--- src/rtl/if_rail_pkg.sv ---
package if_rail_pkg;
  localparam int COEF_W   = 10;
  localparam int MAX_TAPS = 16;

  // Even-indexed taps of the shaping prototype, newest sample first.
  function automatic int rrc_even_tap(input int k);
    case (k)
      0:       return 7;
      1:       return -7;
      2:       return -12;
      3:       return 33;
      4:       return 8;
      5:       return -93;
      6:       return 27;
      7:       return 390;
      8:       return 511;
      9:       return 203;
      10:      return -77;
      11:      return -48;
      12:      return 38;
      13:      return 9;
      14:      return -16;
      15:      return 4;
      default: return 0;
    endcase
  endfunction
endpackage

--- src/rtl/if_rail_demux.sv ---
module if_rail_demux #(
  parameter int SAMP_W = 10
) (
  input  logic                     clk,
  input  logic                     rst_n,
  input  logic                     samp_vld,
  input  logic signed [SAMP_W-1:0] samp,
  input  logic                     swap_iq,
  output logic signed [SAMP_W-1:0] rail_i,
  output logic signed [SAMP_W-1:0] rail_q,
  output logic                     pair_vld
);
  localparam logic signed [SAMP_W-1:0] S_MIN = {1'b1, {(SAMP_W-1){1'b0}}};

  function automatic logic signed [SAMP_W-1:0] neg_sat(input logic signed [SAMP_W-1:0] v);
    return (v == S_MIN) ? ~S_MIN : -v;
  endfunction

  logic [1:0]              phase;
  logic                    invert_now;
  logic                    pair_done;
  logic signed [SAMP_W-1:0] signed_samp;
  logic signed [SAMP_W-1:0] hold;

  assign invert_now  = phase[1];
  assign pair_done   = samp_vld & phase[0];
  assign signed_samp = invert_now ? neg_sat(samp) : samp;

  always_ff @(posedge clk) begin
    if (!rst_n) begin
      phase    <= 2'd0;
      hold     <= '0;
      rail_i   <= '0;
      rail_q   <= '0;
      pair_vld <= 1'b0;
    end else begin
      pair_vld <= pair_done;
      if (samp_vld) begin
        phase <= phase + 2'd1;
        if (!phase[0]) begin
          hold <= signed_samp;
        end else begin
          rail_i <= swap_iq ? signed_samp : hold;
          rail_q <= swap_iq ? hold : signed_samp;
        end
      end
    end
  end
endmodule

--- src/rtl/if_rail_adder_tree.sv ---
module if_rail_adder_tree #(
  parameter int LEAVES = 16,
  parameter int IN_W   = 20,
  parameter int SUM_W  = 24
) (
  input  logic                    clk,
  input  logic                    rst_n,
  input  logic                    in_vld,
  input  logic signed [IN_W-1:0]  leaf [LEAVES],
  output logic signed [SUM_W-1:0] sum,
  output logic                    sum_vld
);
  localparam int LEVELS = $clog2(LEAVES);
  localparam int NODES  = 2 * LEAVES - 1;

  // Heap-ordered nodes: leaves at the top indices, root at index 0.
  logic signed [SUM_W-1:0] node [NODES];
  logic [LEVELS:0]         vpipe;

  always_ff @(posedge clk) begin
    if (!rst_n) begin
      for (int i = 0; i < NODES; i++) node[i] <= '0;
      vpipe <= '0;
    end else begin
      for (int k = 0; k < LEAVES; k++) node[LEAVES-1+k] <= SUM_W'(leaf[k]);
      for (int i = 0; i < LEAVES - 1; i++) node[i] <= node[2*i+1] + node[2*i+2];
      vpipe <= {vpipe[LEVELS-1:0], in_vld};
    end
  end

  assign sum     = node[0];
  assign sum_vld = vpipe[LEVELS];
endmodule

--- src/rtl/if_rail_fir.sv ---
module if_rail_fir
  import if_rail_pkg::*;
#(
  parameter int SAMP_W     = 10,
  parameter int OUT_W      = 10,
  parameter int TAPS       = 16,
  parameter int NORM_SHIFT = 10
) (
  input  logic                     clk,
  input  logic                     rst_n,
  input  logic                     in_vld,
  input  logic signed [SAMP_W-1:0] x,
  output logic signed [OUT_W-1:0]  y,
  output logic                     y_vld
);
  localparam int PROD_W = SAMP_W + COEF_W;
  localparam int ACC_W  = PROD_W + $clog2(TAPS);
  localparam logic signed [ACC_W:0] HALF = (ACC_W+1)'(1) << (NORM_SHIFT - 1);
  localparam logic signed [ACC_W:0] HI   = (ACC_W+1)'((1 << (OUT_W - 1)) - 1);
  localparam logic signed [ACC_W:0] LO   = -HI - (ACC_W+1)'(1);

  function automatic logic signed [PROD_W-1:0] mul_tap(input logic signed [SAMP_W-1:0] a,
                                                       input int k);
    logic signed [COEF_W-1:0] c;
    c = COEF_W'(rrc_even_tap(k));
    return PROD_W'(a) * PROD_W'(c);
  endfunction

  function automatic logic signed [OUT_W-1:0] norm(input logic signed [ACC_W-1:0] a);
    logic signed [ACC_W:0] t;
    t = {a[ACC_W-1], a} + HALF;
    t = t >>> NORM_SHIFT;
    if (t > HI) t = HI;
    else if (t < LO) t = LO;
    return t[OUT_W-1:0];
  endfunction

  logic signed [SAMP_W-1:0] line [TAPS];
  logic                     line_vld;
  logic signed [PROD_W-1:0] prod_c [TAPS];
  logic signed [ACC_W-1:0]  acc;
  logic                     acc_vld;

  always_ff @(posedge clk) begin
    if (!rst_n) begin
      for (int k = 0; k < TAPS; k++) line[k] <= '0;
      line_vld <= 1'b0;
    end else begin
      line_vld <= in_vld;
      if (in_vld) begin
        line[0] <= x;
        for (int k = 1; k < TAPS; k++) line[k] <= line[k-1];
      end
    end
  end

  for (genvar k = 0; k < TAPS; k++) begin : g_tap
    assign prod_c[k] = mul_tap(line[k], k);
  end

  if_rail_adder_tree #(
    .LEAVES(TAPS),
    .IN_W  (PROD_W),
    .SUM_W (ACC_W)
  ) u_tree (
    .clk    (clk),
    .rst_n  (rst_n),
    .in_vld (line_vld),
    .leaf   (prod_c),
    .sum    (acc),
    .sum_vld(acc_vld)
  );

  always_ff @(posedge clk) begin
    if (!rst_n) begin
      y     <= '0;
      y_vld <= 1'b0;
    end else begin
      y_vld <= acc_vld;
      if (acc_vld) y <= norm(acc);
    end
  end
endmodule

--- src/rtl/if_rail_demod.sv ---
module if_rail_demod #(
  parameter int SAMP_W     = 10,
  parameter int OUT_W      = 10,
  parameter int TAPS       = 16,
  parameter int NORM_SHIFT = 10
) (
  input  logic                     clk,
  input  logic                     rst_n,
  input  logic                     samp_vld,
  input  logic signed [SAMP_W-1:0] samp,
  input  logic                     swap_iq,
  output logic signed [OUT_W-1:0]  i_out,
  output logic signed [OUT_W-1:0]  q_out,
  output logic                     out_vld
);
  localparam int LATENCY = 3 + $clog2(TAPS);

  logic signed [SAMP_W-1:0] rail_i;
  logic signed [SAMP_W-1:0] rail_q;
  logic                     pair_vld;
  logic signed [OUT_W-1:0]  rail_y [2];
  logic [1:0]               rail_v;

  if_rail_demux #(.SAMP_W(SAMP_W)) u_demux (
    .clk     (clk),
    .rst_n   (rst_n),
    .samp_vld(samp_vld),
    .samp    (samp),
    .swap_iq (swap_iq),
    .rail_i  (rail_i),
    .rail_q  (rail_q),
    .pair_vld(pair_vld)
  );

  for (genvar r = 0; r < 2; r++) begin : g_rail
    if_rail_fir #(
      .SAMP_W    (SAMP_W),
      .OUT_W     (OUT_W),
      .TAPS      (TAPS),
      .NORM_SHIFT(NORM_SHIFT)
    ) u_fir (
      .clk   (clk),
      .rst_n (rst_n),
      .in_vld(pair_vld),
      .x     ((r == 0) ? rail_i : rail_q),
      .y     (rail_y[r]),
      .y_vld (rail_v[r])
    );
  end

  assign i_out   = rail_y[0];
  assign q_out   = rail_y[1];
  assign out_vld = &rail_v;
endmodule

--- config.mk ---
export PLATFORM = sky130hd
export DESIGN_NAME = if_rail_demod
export DESIGN_NICKNAME = d
export VERILOG_FILES = /design/src/rtl/if_rail_pkg.sv /design/src/rtl/if_rail_demux.sv /design/src/rtl/if_rail_adder_tree.sv /design/src/rtl/if_rail_fir.sv /design/src/rtl/if_rail_demod.sv
export SDC_FILE = /design/constraint.sdc
export NUM_CORES = 2
export LEC_CHECK = 0
export BUFFER_PORTS_ARGS = -buffer_cell sky130_fd_sc_hd__buf_2
export CAP_MARGIN = 5
export CORE_ASPECT_RATIO = 0.8
export CORE_MARGIN = 2
export CORE_UTILIZATION = 40
export DETAILED_ROUTE_END_ITERATION = 6
export PLACE_DENSITY_LB_ADDON = 0.12
export SKIP_CTS_REPAIR_TIMING = 1
export SLEW_MARGIN = 20
export SYNTH_ARGS = -nofsm -noshare
export SYNTH_HDL_FRONTEND = slang
export SYNTH_SLANG_ARGS = --single-unit
--- constraint.sdc ---
create_clock -name clk -period 15.4 [get_ports clk]
set_input_delay 2.31 -clock clk [delete_from_list [all_inputs] [get_ports clk]]
set_output_delay 2.31 -clock clk [all_outputs]
set_load 0.1 [all_outputs]
After elaboration in Yosys (flattened, before gate mapping)
Memory sizes are Yosys's and may differ from the RTL's.
Cells that the tools add are included.
- $add $sub $neg: 36
- $mul: 26
- order comparisons: 4
- equal/unequal tests: 1
- multiplexer cells: 107
- bitwise gates (word level): 96
- reductions and logical operators: 3
- operator list (cell ; count):
    2-to-1 mux 24 bit ; 62
    adder 24 bit ; 30
    2-to-1 mux 10 bit ; 40
    bitwise OR 1 bit ; 94
    multiplier 10 x 9 -> 19 bit (second input constant) ; 4
    multiplier 10 x 8 -> 18 bit (second input constant) ; 4
    multiplier 10 x 6 -> 16 bit (second input constant) ; 4
    multiplier 10 x 4 -> 14 bit (second input constant) ; 4
    multiplier 10 x 3 -> 13 bit (second input constant) ; 4
    adder 24 x 11 -> 25 bit (second input constant) ; 2
    multiplier 10 x 10 -> 20 bit (second input constant) ; 2
    multiplier 10 x 7 -> 17 bit (second input constant) ; 2
    negator 10 -> 16 bit ; 2
    greater-than comparator 15 x 10 -> 1 bit (second input constant) ; 2
    less-than comparator 15 x 10 -> 1 bit (second input constant) ; 2
    multiplier 10 x 5 -> 15 bit (second input constant) ; 2
    equality test 10 bit (second input constant) ; 1
    negator 10 bit ; 1
    AND reduction 2 bit ; 3
    2-to-1 mux 1 bit ; 5
    adder 2 x 1 -> 2 bit (second input constant) ; 1
    AND 1 bit ; 1
    NOT 1 bit ; 1
- bits in registers: 66
- memory bits (writable): 1808
- input port bits: 14
- output and inout port bits: 21
- logic and storage cells: 289
- memories: 4
- memories (memory ; words ; width ; rd ports ; clocked after Yosys merged registers in ; write ports ; line ; text):
    g_rail[0].u_fir.u_tree.node ; 31 ; 24 ; 31 ; 0 ; 31 ; if_rail_adder_tree.sv:17 ; logic signed [SUM_W-1:0] node [NODES];
    g_rail[1].u_fir.u_tree.node ; 31 ; 24 ; 31 ; 0 ; 31 ; if_rail_adder_tree.sv:17 ;
    g_rail[0].u_fir.line ; 16 ; 10 ; 16 ; 0 ; 16 ; if_rail_fir.sv:38 ; logic signed [SAMP_W-1:0] line [TAPS];
    g_rail[1].u_fir.line ; 16 ; 10 ; 16 ; 0 ; 16 ; if_rail_fir.sv:38 ;

Depth between registers and ports, before layout
An unclocked memory read counts as a cell.
- word-level depth: 5
- gate-level depth with buffers: 20
- gate-level depth less buffers: 20

By module
A second synthesis with hierarchy kept.
- cell total of the unflattened synthesis: 11515
- area total of the unflattened synthesis: 110227.0 µm²
- modules (own cells, without submodules) (module ; times used ; cells an instance ; area each (µm²) ; sequential area each (µm²)):
    if_rail_adder_tree at g_rail[0].u_fir.u_tree ; 1 ; 3539 ; 33059.2 ; 13713.2
    if_rail_adder_tree at g_rail[1].u_fir.u_tree ; 1 ; 3425 ; 32346.0 ; 13713.2
    if_rail_fir at g_rail[0].u_fir ; 1 ; 2218 ; 21774.6 ; 5044.8
    if_rail_fir at g_rail[1].u_fir ; 1 ; 2149 ; 21411.8 ; 5044.8
    if_rail_demux ; 1 ; 183 ; 1629.1 ; 660.6
    if_rail_demod ; 1 ; 1 ; 6.3 ; 0.0

Least setup slack after synthesis
OpenSTA, ideal clock, no wires.
- path type: input -> register
- from: input rst_n
- to: memory g_rail[0].u_fir.line[0][0] (enable)
- arrival time: 9.956 ns
- required time: 14.660 ns
- setup slack: 4.704 ns
- stages: 3
- buffers on the path: 2
- cell sequence: clkbuf_1 > clkbuf_1 > nand2b_1
- RTL lines (element ; line ; text):
    start, declared ; if_rail_demod.sv:8 ; input logic rst_n,
    end, declared ; if_rail_fir.sv:38 ;

==> flow_summary_export.csv <==
group,metric,value,unit
synthesis,ys_async_sr_fraction,0,%
layout,n_fill_cell,23300,
detailed_routing,wire_per_inst,16.0,µm
timing,rsz0062_at_grt,"no",
synthesis,synth_ff_type,"dfxtp_1",
critical_path,cp_slowest_cell,"fa_1",
synthesis,yosysWarnings,0,
timing,skew,53.7,ps
die,core_area,0.244,mm²
pwr,power_density,150,mW/mm²
pwr,ir_drop,0.102,mV
die,die_y,447,µm
layout,drive_gt1_share,4.21,%
layout,fin_area,0.108,mm²
synthesis,ys_seq_area_share,35.4,%
job,cap_viol_max_count,0,
placement,placed_area,0.102,mm²
critical_path,max_stage_delay,500,ps
layout,final_util,44.3,%
grt,grt_pass1_vias,68000,
pwr,p_leak,51.6,nW
timing,drv_slew,0,
critical_path,cp_cell_sequence,"buf_4 -> inv_1 -> fa_1 -> inv_1 -> fa_1 -> fa_1 -> fa_1 -> inv_1 -> fa_1 -> inv_1 -> ha_1 -> nand3_1 -> or3b_2 -> nand4_1 -> o211ai_1 -> o21ai_0 -> nand4_1 -> o211ai_1",
placement,preCtsSetupSlack,9390,ps
placement,dpl.cell_count,13300,
timing,finalHoldViolCount,0,
synthesis,netlist_area,0.0981,mm²
detailed_routing,drt-total-wl,219000,µm
timing,setup_viol,0,
critical_path,r2r-end,"g_rail[0].u_fir.u_tree.node[1][191]",
clock_tree,htree_levels,4,
timing,worstMarginPinSlew,1030,ps
clock_tree,numCtsBuffers,183,
synthesis,synth_cell_types,86,
grt,gr-total-overflow,0,
layout,area_growth,10.1,%
detailed_routing,drc,0,
synthesis,netlist_instances,10200,
detailed_routing,drtIter0Drc,3309,
timing,min_period_over_period,35.9,%
hold_path,min_to,"g_rail[0].u_fir.u_tree.node[0][192]",
clock_tree,clock_path_buffers,4,
clock_tree,clk_latency,860,ps
synthesis,synth_nets,12100,
timing,post-route-min-period,5540,ps
critical_path,r2r-start,"g_rail[0].u_fir.line[1][9]",
run_status,status,"finished, final reports clean",
synthesis,synth_edf_count,320,
grt,grt_use_total,17.6,%
critical_path,criticalPathCategory,"reg -> reg",
clock_tree,cts_tree,"built",
critical_path,start_kind,"flop",
critical_path,crit_buf_inv,5,
clock_tree,root_buffer,"clkbuf_16",
layout,instances_no_fill,13700,
timing,finalSetupTns,0,ps
grt,grt_antenna_before_repair,5,
layout,final_nets,12100,
synthesis,ys_ff_latch,1574,
critical_path,crit_arrival,6260,ps
critical_path,critical-path-top-delay-family,"adder cells",
grt,grt_pass1_wl,360000,µm
critical_path,endpoint_kind,"flop",
critical_path,r2r_cells,18,
critical_path,r2r_slack,9860,ps
grt,grt_max_degree,191,
placement,gp_congestion,0.831,
die,io_pins,35,
die,placementRows,162,
detailed_routing,firstDrtPassIters,7,
hold_path,worstHoldStart,"g_rail[0].u_fir.u_tree.node[1][48]",
placement,dp_hpwl,167000,µm
hold_path,min_path_cells,1,
detailed_routing,viasPerCell,4.96,
timing,worst_slack,9860,ps
hold_path,min-delay-path-class,"reg -> reg",
synthesis,syn_area_per_cell,9.58,µm²
detailed_routing,via_count,67900,
critical_path,cp_max_fo,25,
critical_path,cp.required,16120,ps
clock_tree,clock_sinks,1574,
die,die_x,558,µm
die,design.die.area,0.249,mm²
placement,buffer_ports.inserted,34,
timing,relSlewSlack,31.3,%
timing,fmaxAchievable,181,MHz
detailed_routing,ant_nets,0,
critical_path,critical_path.most_common_cell,"fa_1",
die,initial_utilization,40.3,%
clock_tree,clkTransAtPathRegs,60,ps
==> cells in the mapped netlist (294+ instances only) <==
library cell | n | area (µm²)
edfxtp_1 | 320 | 9610
xnor2_1 | 428 | 3750
inv_1 | 1113 | 4180
a21oi_1 | 543 | 2720
nor2_1 | 1037 | 3890
fa_1 | 358 | 7170
and2_1 | 345 | 2160
o21ai_0 | 334 | 1670
ha_1 | 1446 | 18100
nand2_1 | 387 | 1450
dfxtp_1 | 1254 | 25100
xor2_1 | 294 | 2570
==> kinds of logic (layout without fill, tap and decap cells) <==
kind of cell / after synthesis / count (layout) / synth area share (%)
adder cells (fa/ha/maj): 1804 / 1804 / 25.8
multiplexers: 61 / 61 / 0.635
XOR/XNOR: 722 / 722 / 6.45
AO/OA/AOI/OAI: 1823 / 1823 / 12.0
buffers and inverters: 1353 / 1506 / 5.18
other: 0 / 3 / 0
AND/OR/NAND/NOR: 2899 / 2899 / 14.6
flip-flops: 1574 / 1574 / 35.4
==> cell usage in the layout, fill, tap and decap left out, types with 25 or more instances in the layout <==
cell,Yosys,final
nand4_1,46,46
a31oi_1,80,80
clkbuf_16,0,190
edfxtp_1,320,320
a211oi_1,71,71
nor2_1,1037,1037
ha_1,1446,1446
nor2b_1,123,123
nand2_1,387,387
nand2b_1,118,117
and3_1,270,270
clkbuf_1,232,36
clkinv_2,0,26
buf_2,0,33
xnor2_1,428,428
a21o_1,256,256
nor3_1,218,218
clkbuf_8,0,32
a21oi_1,543,543
mux2i_1,51,51
o21a_1,97,97
nor3b_1,42,42
nor4_1,28,28
and2_1,345,345
nand3_1,135,135
dfxtp_1,1254,1253
o21ai_0,334,334
o21bai_1,129,129
inv_1,1113,1113
fa_1,358,358
or3_1,67,67
a21boi_0,25,25
xor2_1,294,294
o211ai_1,27,27
==> per-layer routing <==
layer / vias to the layer above / GRT usage [%] / part of all wire [%] / wire, µm
met3: 284 / 2.01 / 2.7 / 5950
met1: 31900 / 26.2 / 53 / 116000
met4: 0 / 3.94 / 2.0 / 4420
met5: - / 0 / 0 / 0
met2: 702 / 27.2 / 42 / 92800
li1: 35000 / - / - / -
==> sequential cells by signal (all words and copies together), names as in the netlist <==
register	cells
g_rail.u_fir.y	20
g_rail.u_fir.line	320
u_demux.phase	2
g_rail.u_fir.u_tree.vpipe	5
g_rail.u_fir.u_tree.node	1194
g_rail.u_fir.y_vld	1
u_demux.rail_q	10
u_demux.hold	10
u_demux.rail_i	10
u_demux.pair_vld	1
g_rail.u_fir.line_vld	1
==> report_power, final <==
part | switching (mW) | leakage (nW) | internal (mW) | total, mW
Clock | 1.78 | 3.10 | 2.73 | 4.51
Combinational | 3.51 | 34.8 | 2.64 | 6.15
Sequential | 0.466 | 13.7 | 5.03 | 5.49
==> metrics by stage <==
step / hold WS (ps) / power [mW]
after floorplan: 412 / 10.2
after global placement: 414 / 11.7
after detailed placement: 419 / 11.7
after CTS: 418 / 16.4
after global routing: 426 / 17.4
final: 419 / 16.1
==> worst register-to-register path: cells and delay by family, from the launching register on <==
family	cells	cell delay [ps]
flip-flops	1	370
AO/OA/AOI/OAI	3	660
AND/OR/NAND/NOR	4	760
buffers and inverters	5	880
adder cells (fa/ha/maj)	6	2760
==> how the worst max path moves through the flow <==
stage                               start  slack (ps)  cells after the start                             endpoint
3_3_place_gp                        rst_n        9470                      5          g_rail[0].u_fir.line[1][36]
3_5_place_dp                        rst_n        9390                      5          g_rail[0].u_fir.line[1][35]
6_report       g_rail[0].u_fir.line[1][9]        9860                     18  g_rail[0].u_fir.u_tree.node[1][191]
5_1_grt        g_rail[0].u_fir.line[1][9]        9370                     18  g_rail[0].u_fir.u_tree.node[1][191]
2_1_floorplan                       rst_n        4700                      3           g_rail[0].u_fir.line[0][0]
4_1_cts        g_rail[0].u_fir.line[1][9]        9800                     18  g_rail[0].u_fir.u_tree.node[1][191]
==> final cells by class <==
| class | instances | area [µm²] | area share, % |
|---|---|---|---|
| tap | 3280 | 4100 | 3.80 |
| inverter | 1115 | 4190 | 3.88 |
| clock inverter | 71 | 913 | 0.846 |
| timing repair buffer | 60 | 425 | 0.394 |
| antenna | 3 | 7.51 | 0.00695 |
| clock buffer | 260 | 5350 | 4.95 |
| multi-input combinational | 7309 | 58300 | 54.0 |
| sequential | 1574 | 34700 | 32.1 |
No activity file was read; power rests on OpenSTA's default activity.
